File: src/rtl/irq_level_router.sv
module irq_level_router #(
  parameter int HOLD_CYCLES = 10_000_000
) (
  input  logic       clk,
  input  logic       rst_n,
  input  logic       mode_i,
  input  logic       ctl_a_irq_i,
  input  logic       ctl_b_irq_i,
  input  logic       net_irq_i,
  input  logic [1:0] ser_irq_i,
  input  logic       nmi_irq_i,
  input  logic       nmi_kick_i,
  output logic [2:0] ipl_o,
  output logic [7:0] pending_o,
  output logic       slot_irq_o
);
  localparam int LVL_W = 3;
  localparam int NSRC  = 5;
  localparam int NPEND = 1 << LVL_W;
  localparam int CNT_W = $clog2(HOLD_CYCLES + 1);
  localparam int NET   = 2;

  function automatic logic [LVL_W-1:0] route_of(input logic classic, input int idx);
    case (idx)
      0:       return classic ? LVL_W'(1) : LVL_W'(6);
      1:       return LVL_W'(2);
      2:       return classic ? LVL_W'(0) : LVL_W'(3);
      3:       return LVL_W'(4);
      default: return LVL_W'(7);
    endcase
  endfunction

  logic             mode_q;
  logic [NSRC-1:0]  src, active_q;
  logic [LVL_W-1:0] route_q [NSRC];
  logic [LVL_W-1:0] route_d [NSRC];
  logic [CNT_W-1:0] hold_cnt;
  logic             hold_on;
  logic [NPEND-1:0] pend_q, pend_d;
  logic             slot_q;

  assign hold_on = hold_cnt != '0;
  assign src = {nmi_irq_i | hold_on, |ser_irq_i, net_irq_i, ctl_b_irq_i, ctl_a_irq_i};

  for (genvar i = 0; i < NSRC; i++) begin : g_route
    assign route_d[i] = active_q[i] ? route_q[i] : route_of(mode_q, i);
    always_ff @(posedge clk or negedge rst_n)
      if (!rst_n) route_q[i] <= '0;
      else        route_q[i] <= route_d[i];
  end

  always_comb begin
    pend_d = '0;
    for (int b = 1; b < NPEND; b++)
      for (int i = 0; i < NSRC; i++)
        if (src[i] && route_d[i] == LVL_W'(b)) pend_d[b-1] = 1'b1;
  end

  always_ff @(posedge clk or negedge rst_n) begin
    if (!rst_n) begin
      mode_q   <= 1'b0;
      active_q <= '0;
      pend_q   <= '0;
      slot_q   <= 1'b0;
      hold_cnt <= '0;
    end else begin
      mode_q   <= mode_i;
      active_q <= src;
      pend_q   <= pend_d;
      slot_q   <= src[NET] && route_d[NET] == '0;
      if (nmi_kick_i)   hold_cnt <= CNT_W'(HOLD_CYCLES);
      else if (hold_on) hold_cnt <= hold_cnt - 1'b1;
    end
  end

  always_comb begin
    ipl_o = '0;
    for (int b = 0; b < NPEND; b++)
      if (pend_q[b]) ipl_o = LVL_W'(b + 1);
  end

  assign pending_o  = pend_q;
  assign slot_irq_o = slot_q;

  assert_slot_excl_R3: assert property (@(posedge clk) disable iff (!rst_n)
    slot_irq_o |-> !pending_o[2]);
  assert_ipl_bit_R5: assert property (@(posedge clk) disable iff (!rst_n)
    (ipl_o != 0) |-> pending_o[ipl_o - 1]);
  assert_zero_ipl_R5: assert property (@(posedge clk) disable iff (!rst_n)
    (pending_o == 0) |-> (ipl_o == 0));
  assert_top_bit_R4: assert property (@(posedge clk) disable iff (!rst_n)
    !pending_o[7]);
  assert_serial_or_R6: assert property (@(posedge clk) disable iff (!rst_n)
    (ser_irq_i != 0) |=> pending_o[3]);
  assert_kick_R7: assert property (@(posedge clk) disable iff (!rst_n)
    nmi_kick_i |=> ##1 pending_o[6]);
  assert_keep_alt_R9: assert property (@(posedge clk) disable iff (!rst_n)
    (pending_o[5] && ctl_a_irq_i) |=> pending_o[5]);
  assert_keep_cls_R9: assert property (@(posedge clk) disable iff (!rst_n)
    (pending_o[0] && ctl_a_irq_i) |=> pending_o[0]);
endmodule

File: config.mk
export PLATFORM = sky130hd
export DESIGN_NAME = irq_level_router
export DESIGN_NICKNAME = d
export VERILOG_FILES = /design/src/rtl/irq_level_router.sv
export SDC_FILE = /design/constraint.sdc
export NUM_CORES = 1
export LEC_CHECK = 0
export ABC_AREA = 0
export BUFFER_PORTS_ARGS = -buffer_cell sky130_fd_sc_hd__buf_4
export CORE_MARGIN = 2
export CORE_UTILIZATION = 56
export CTS_BUF_LIST = sky130_fd_sc_hd__clkbuf_2 sky130_fd_sc_hd__clkbuf_4 sky130_fd_sc_hd__clkbuf_8
export DETAILED_ROUTE_END_ITERATION = 12
export PLACE_DENSITY = 0.75
export SLEW_MARGIN = 20
export SYNTH_ARGS = -nofsm -noshare
export SYNTH_HDL_FRONTEND = slang
export SYNTH_SLANG_ARGS = --single-unit
File: constraint.sdc
create_clock -name clk -period 2.2 [get_ports clk]
set_input_delay 0.55 -clock clk [delete_from_list [all_inputs] [get_ports clk]]
set_output_delay 0.55 -clock clk [all_outputs]
set_load 0.05 [all_outputs]
Word level (Yosys, flattened, before mapping)
Cells that the tools add are included.
W data, S select, Z words.
- add/sub/neg operators: 1
- multipliers: 0
- divide/modulo/power cells: 0
- magnitude comparators: 0
- equality and inequality tests: 35
- shift operators: 0
- mux-type cells: 51
- bitwise operators: 1
- reductions and logical operators: 40
- operator list (operator ; number):
    $eq A3 B3 Y1 const B ; 20
    $mux W24 ; 2
    $logic_and A1 B1 Y1 ; 36
    $mux W1 ; 36
    $eq A3 B2 Y1 const B ; 10
    $mux W3 ; 10
    $reduce_bool A24 Y1 ; 1
    $sub A24 B1 Y24 const B ; 1
    $eq A3 B1 Y1 const B ; 5
    $mux W2 ; 3
    $logic_not A3 Y1 ; 1
    $reduce_bool A2 Y1 ; 1
    $reduce_or A2 Y1 ; 1
    $or A1 B1 Y1 ; 1
- register bits: 53
- bits in latches: 0
- memory bits (writable): 0
- bits in read-only memories: 0
- input bits: 10
- output and inout port bits: 12
- logic and storage cells: 138
- memories: 0

Logic depth before layout (Yosys ltp)
- word-level depth: 9
- gate-level depth with buffers: 8

Worst setup path after synthesis
No wires, ideal clock.
- kind: register -> output
- start point: register pend_q[1] (netlist: pending_o[1])
- end point: output ipl_o[0]
- data arrival time: 1.721 ns
- required time: 1.650 ns
- path slack: -0.071 ns
- stages on the path, launching flop included: 5
- cell sequence: dfrtp_1 -> nand2b_1 -> a21oi_1 -> nor2_1 -> o21bai_1
- longest elaborated chain between the ends: 6
- ends and longest elaborated chain (what ; line ; source):
    start, declared ; 39 ; logic [NPEND-1:0] pend_q, pend_d;
    start signal, assigned ; 69 ; pend_q <= pend_d;
    $mux W2 (2 in series) ; 79 ; if (pend_q[b]) ipl_o = LVL_W'(b + 1);
    $mux W3 (4 in series) ; 79 ;
    end, declared ; 13 ; output logic [2:0] ipl_o,
No other way between the ends.

Worst setup path in the final report
- start point: register hold_cnt[0]
- end point: register hold_cnt[23]
- longest elaborated chain between the ends: 3
- ends and longest elaborated chain (what ; line ; source):
    start, declared ; 37 ; logic [CNT_W-1:0] hold_cnt;
    start signal, assigned ; 71 ; if (nmi_kick_i) hold_cnt <= CNT_W'(HOLD_CYCLES);
    start signal, assigned ; 72 ; else if (hold_on) hold_cnt <= hold_cnt - 1'b1;
    $sub A24 B1 Y24 ; 72 ;
    $mux W24 ; 72 ;
    $mux W24 ; 71 ;
Parallel ways exist; a longest one is shown, timed or not. The select of a mux whose other input is x is not followed.
A chain may end at the register's enable or synchronous reset.

==> run summary <==
Outcome -> complete, no violations
Starting Density -> 58.6%
Final max-slew violation count -> 0
Vias in the first global route -> 1969
Total grt overflow -> 0
PD cells -> 636 nW/um^2
Dpl hpwl -> 4000 microns
Num CTS Buffers -> 5
Input/output buffers -> 20
Worst-path clk slew -> 0.10 ns
Final Util -> 65.3%
Headroom to the max-slew limit -> 57.3%
Net Sw Frac -> 29.4%
DR DRC count -> 0
Root buf cell -> clkbuf_8
Post-synth top area share -> 47.3%
Worst reg2reg path depth -> 7
Sw Pwr -> 0.584 mW
Combinational share of power -> 16.0%
Top post-synthesis cells by count -> dfrtp_1, nor2_1, nand2_1
Final net count -> 320
Yosys warning count -> 0
Nature of the critical path endpoint -> flop
Post-CTS Setup Bufs -> 0
Crit path cell chain -> inv_1, ha_1, nor2b_1, and4_2, buf_4, o31a_1, or3_1
CTS Sinks -> 53
Post-Syn Instances -> 286
Initial antenna violation count -> 0
Sequential area share after synthesis -> 47.3%
First-pass GRT wire length -> 9410 microns
Number of max-cap violations -> 0
Worst EP arrival -> 2.26 ns
Total nets after synthesis -> 298
Top post-synthesis cells by area -> dfrtp_1, nor2_1, mux2_1
Routed Antenna Nets -> 0
Share of power burned in registers -> 54.9%
Clk Latency, worst-skew pair -> 0.31 ns
Post-CTS Hold Buffers -> 0
HP Class -> input port to async pin
Rows -> 25
Vias per cell -> 5.97
Synth Register Bits -> 53
Req. time, crit path -> 2.40 ns
Die Area -> 5590 sq um
FFs w/ async S/R, synth -> 100%
Worst setup SP type -> flop
CORE AREA -> 4790 sq um
Synth area leader -> dfrtp_1
Syn-to-layout area delta -> 11.3%
Drt first pass iters -> 4
Initial drt markers -> 210
Setup TNS Final -> 0 ns
Worst-margin pin slew -> 0.640 ns
Synth Flop Type -> dfrtp_1
RSZ-0062 raised after global routing -> no
Final period util -> 93.7%
Share of cells above drive strength 1 -> 14.9%
Max clock buf depth -> 2
WL per Instance -> 14.9 microns
# diodes -> 0
Final setup vio count -> 0
Synth cell types -> 53
Die H -> 74.8 microns
Final Skew -> 0.00891 ns
Avg Cell Area, Syn -> 9.81 sq um
Clock power frac -> 29.1%
# resized after CTS -> 0
Fin. Hold Viols -> 0
Die W -> 74.8 microns
Internal power -> 1.40 mW
Count leader, synth -> dfrtp_1
Max VDD drop -> 0.000455 V
I/O Pins -> 22
CTS tree -> yes
Number of synthesized flops with an enable pin -> 0
Crit path kind -> flop to flop
Worst-path fanout max -> 15
Post-Route WL -> 5590 microns
Placer Congestion -> 0.911
Netlist Area Pre-Place -> 2810 sq um
Min cycle time layout -> 2.06 ns
Leakage -> 1.29 nW
H-tree levels -> 2
Total track usage -> 22.2%
Total number of vias -> 2246
Crit-path slowest cell -> dfrtp_1
Pin count of the biggest net entering global routing -> 54
Fmax -> 485 MHz
Slowest cell delay on critical path -> 0.42 ns
## power groups by stage
stage                     combinational, mW  sequential (mW)  clock [mW]
after floorplan                       0.185             1.13           0
after global placement                0.313             1.10           0
after detailed placement              0.319             1.11           0
after CTS                             0.320             1.09       0.603
after global routing                  0.356             1.10       0.639
final                                 0.318             1.09       0.578
## routing by layer
| layer | share of wire (%) | wire length (microns) | vias to the layer above | global-route usage, % |
|---|---|---|---|---|
| met2 | 44 | 2480 | 58 | 31.8 |
| met5 | 0 | 0 | - | 0 |
| met3 | 4.5 | 252 | 3 | 4.82 |
| met1 | 50 | 2820 | 1084 | 34.0 |
| met4 | 0.52 | 29 | 0 | 6.55 |
| li1 | - | - | 1101 | - |
## area by class of cell
type | instances | area, sq um
clock buffers | 6 | 82.6
clock inverters | 2 | 13.8
fillers | 395 | 1660
inverters | 14 | 52.6
multi-input cells | 209 | 1380
flip-flops and latches | 53 | 1330
well taps | 67 | 83.8
repair buffers | 25 | 188
## cell families after synthesis
family	synth area share, %
AND/OR/NAND/NOR	27.5
AO/OA/AOI/OAI	15.6
flip-flops	47.3
buffers and inverters	3.97
multiplexers	4.64
adder cells (fa/ha/maj)	0.892
other	0.134
## state kept, by name, indices dropped and copies added (netlist names)
signal and flops:
hold_cnt 24, route_q 15, pending_o 7, active_q 5, mode_q 1, slot_irq_o 1
## cell usage in the layout (no fill, tap or decap), drive strengths merged, types with 2 or more instances in the layout
master	n
o31ai	6
a211oi	6
mux2	8
clkinv	2
clkbuf	6
nand3	8
a2111oi	5
o31a	4
buf	25
nand2b	8
nor3	16
or3b	2
and2	2
ha	2
a21oi	12
nor3b	2
nor4b	2
and4	3
o21ai	10
nand2	21
dfrtp	53
o32ai	4
nor2b	14
nor4	7
mux2i	4
o22ai	3
inv	14
or3	5
nand4	5
nor2	25
o211ai	2
nand3b	7
or4	4
## per-stage QoR
step / area [sq um] / total power, mW / setup slack (ns) / instances / hold WS, ns
6_report: 3120 / 1.99 / 0.140 / 376 / 0.255
5_1_grt: 3120 / 2.10 / 0.00394 / 376 / 0.309
4_1_cts: 3120 / 2.01 / 0.105 / 376 / 0.284
3_5_place_dp: 3020 / 1.43 / 0.122 / 368 / 0.504
3_3_place_gp: 3020 / 1.42 / 0.225 / 368 / 0.500
2_1_floorplan: 2810 / 1.32 / 0.214 / 286 / 0.254
## worst max-delay path: cells and delay by family (launching register included)
family          cells  cell delay [ns]
fa+ha+maj           1             0.19
simple gates        3             0.75
buf+inv             2             0.30
flops               1             0.42
compound gates      1             0.27
## final timing paths
kind / start / to / slack, ns
min reg2reg: active_q[3] / route_q[5] / 0.53
max reg2reg: hold_cnt[0] / hold_cnt[23] / 0.14
max in group asynchronous: rst_n / route_q[9] / 1.51
min: rst_n / hold_cnt[15] / 0.26
max: hold_cnt[0] / hold_cnt[23] / 0.14
min in group clk: mode_i / mode_q / 0.35
(Power assumes the default switching activity.)
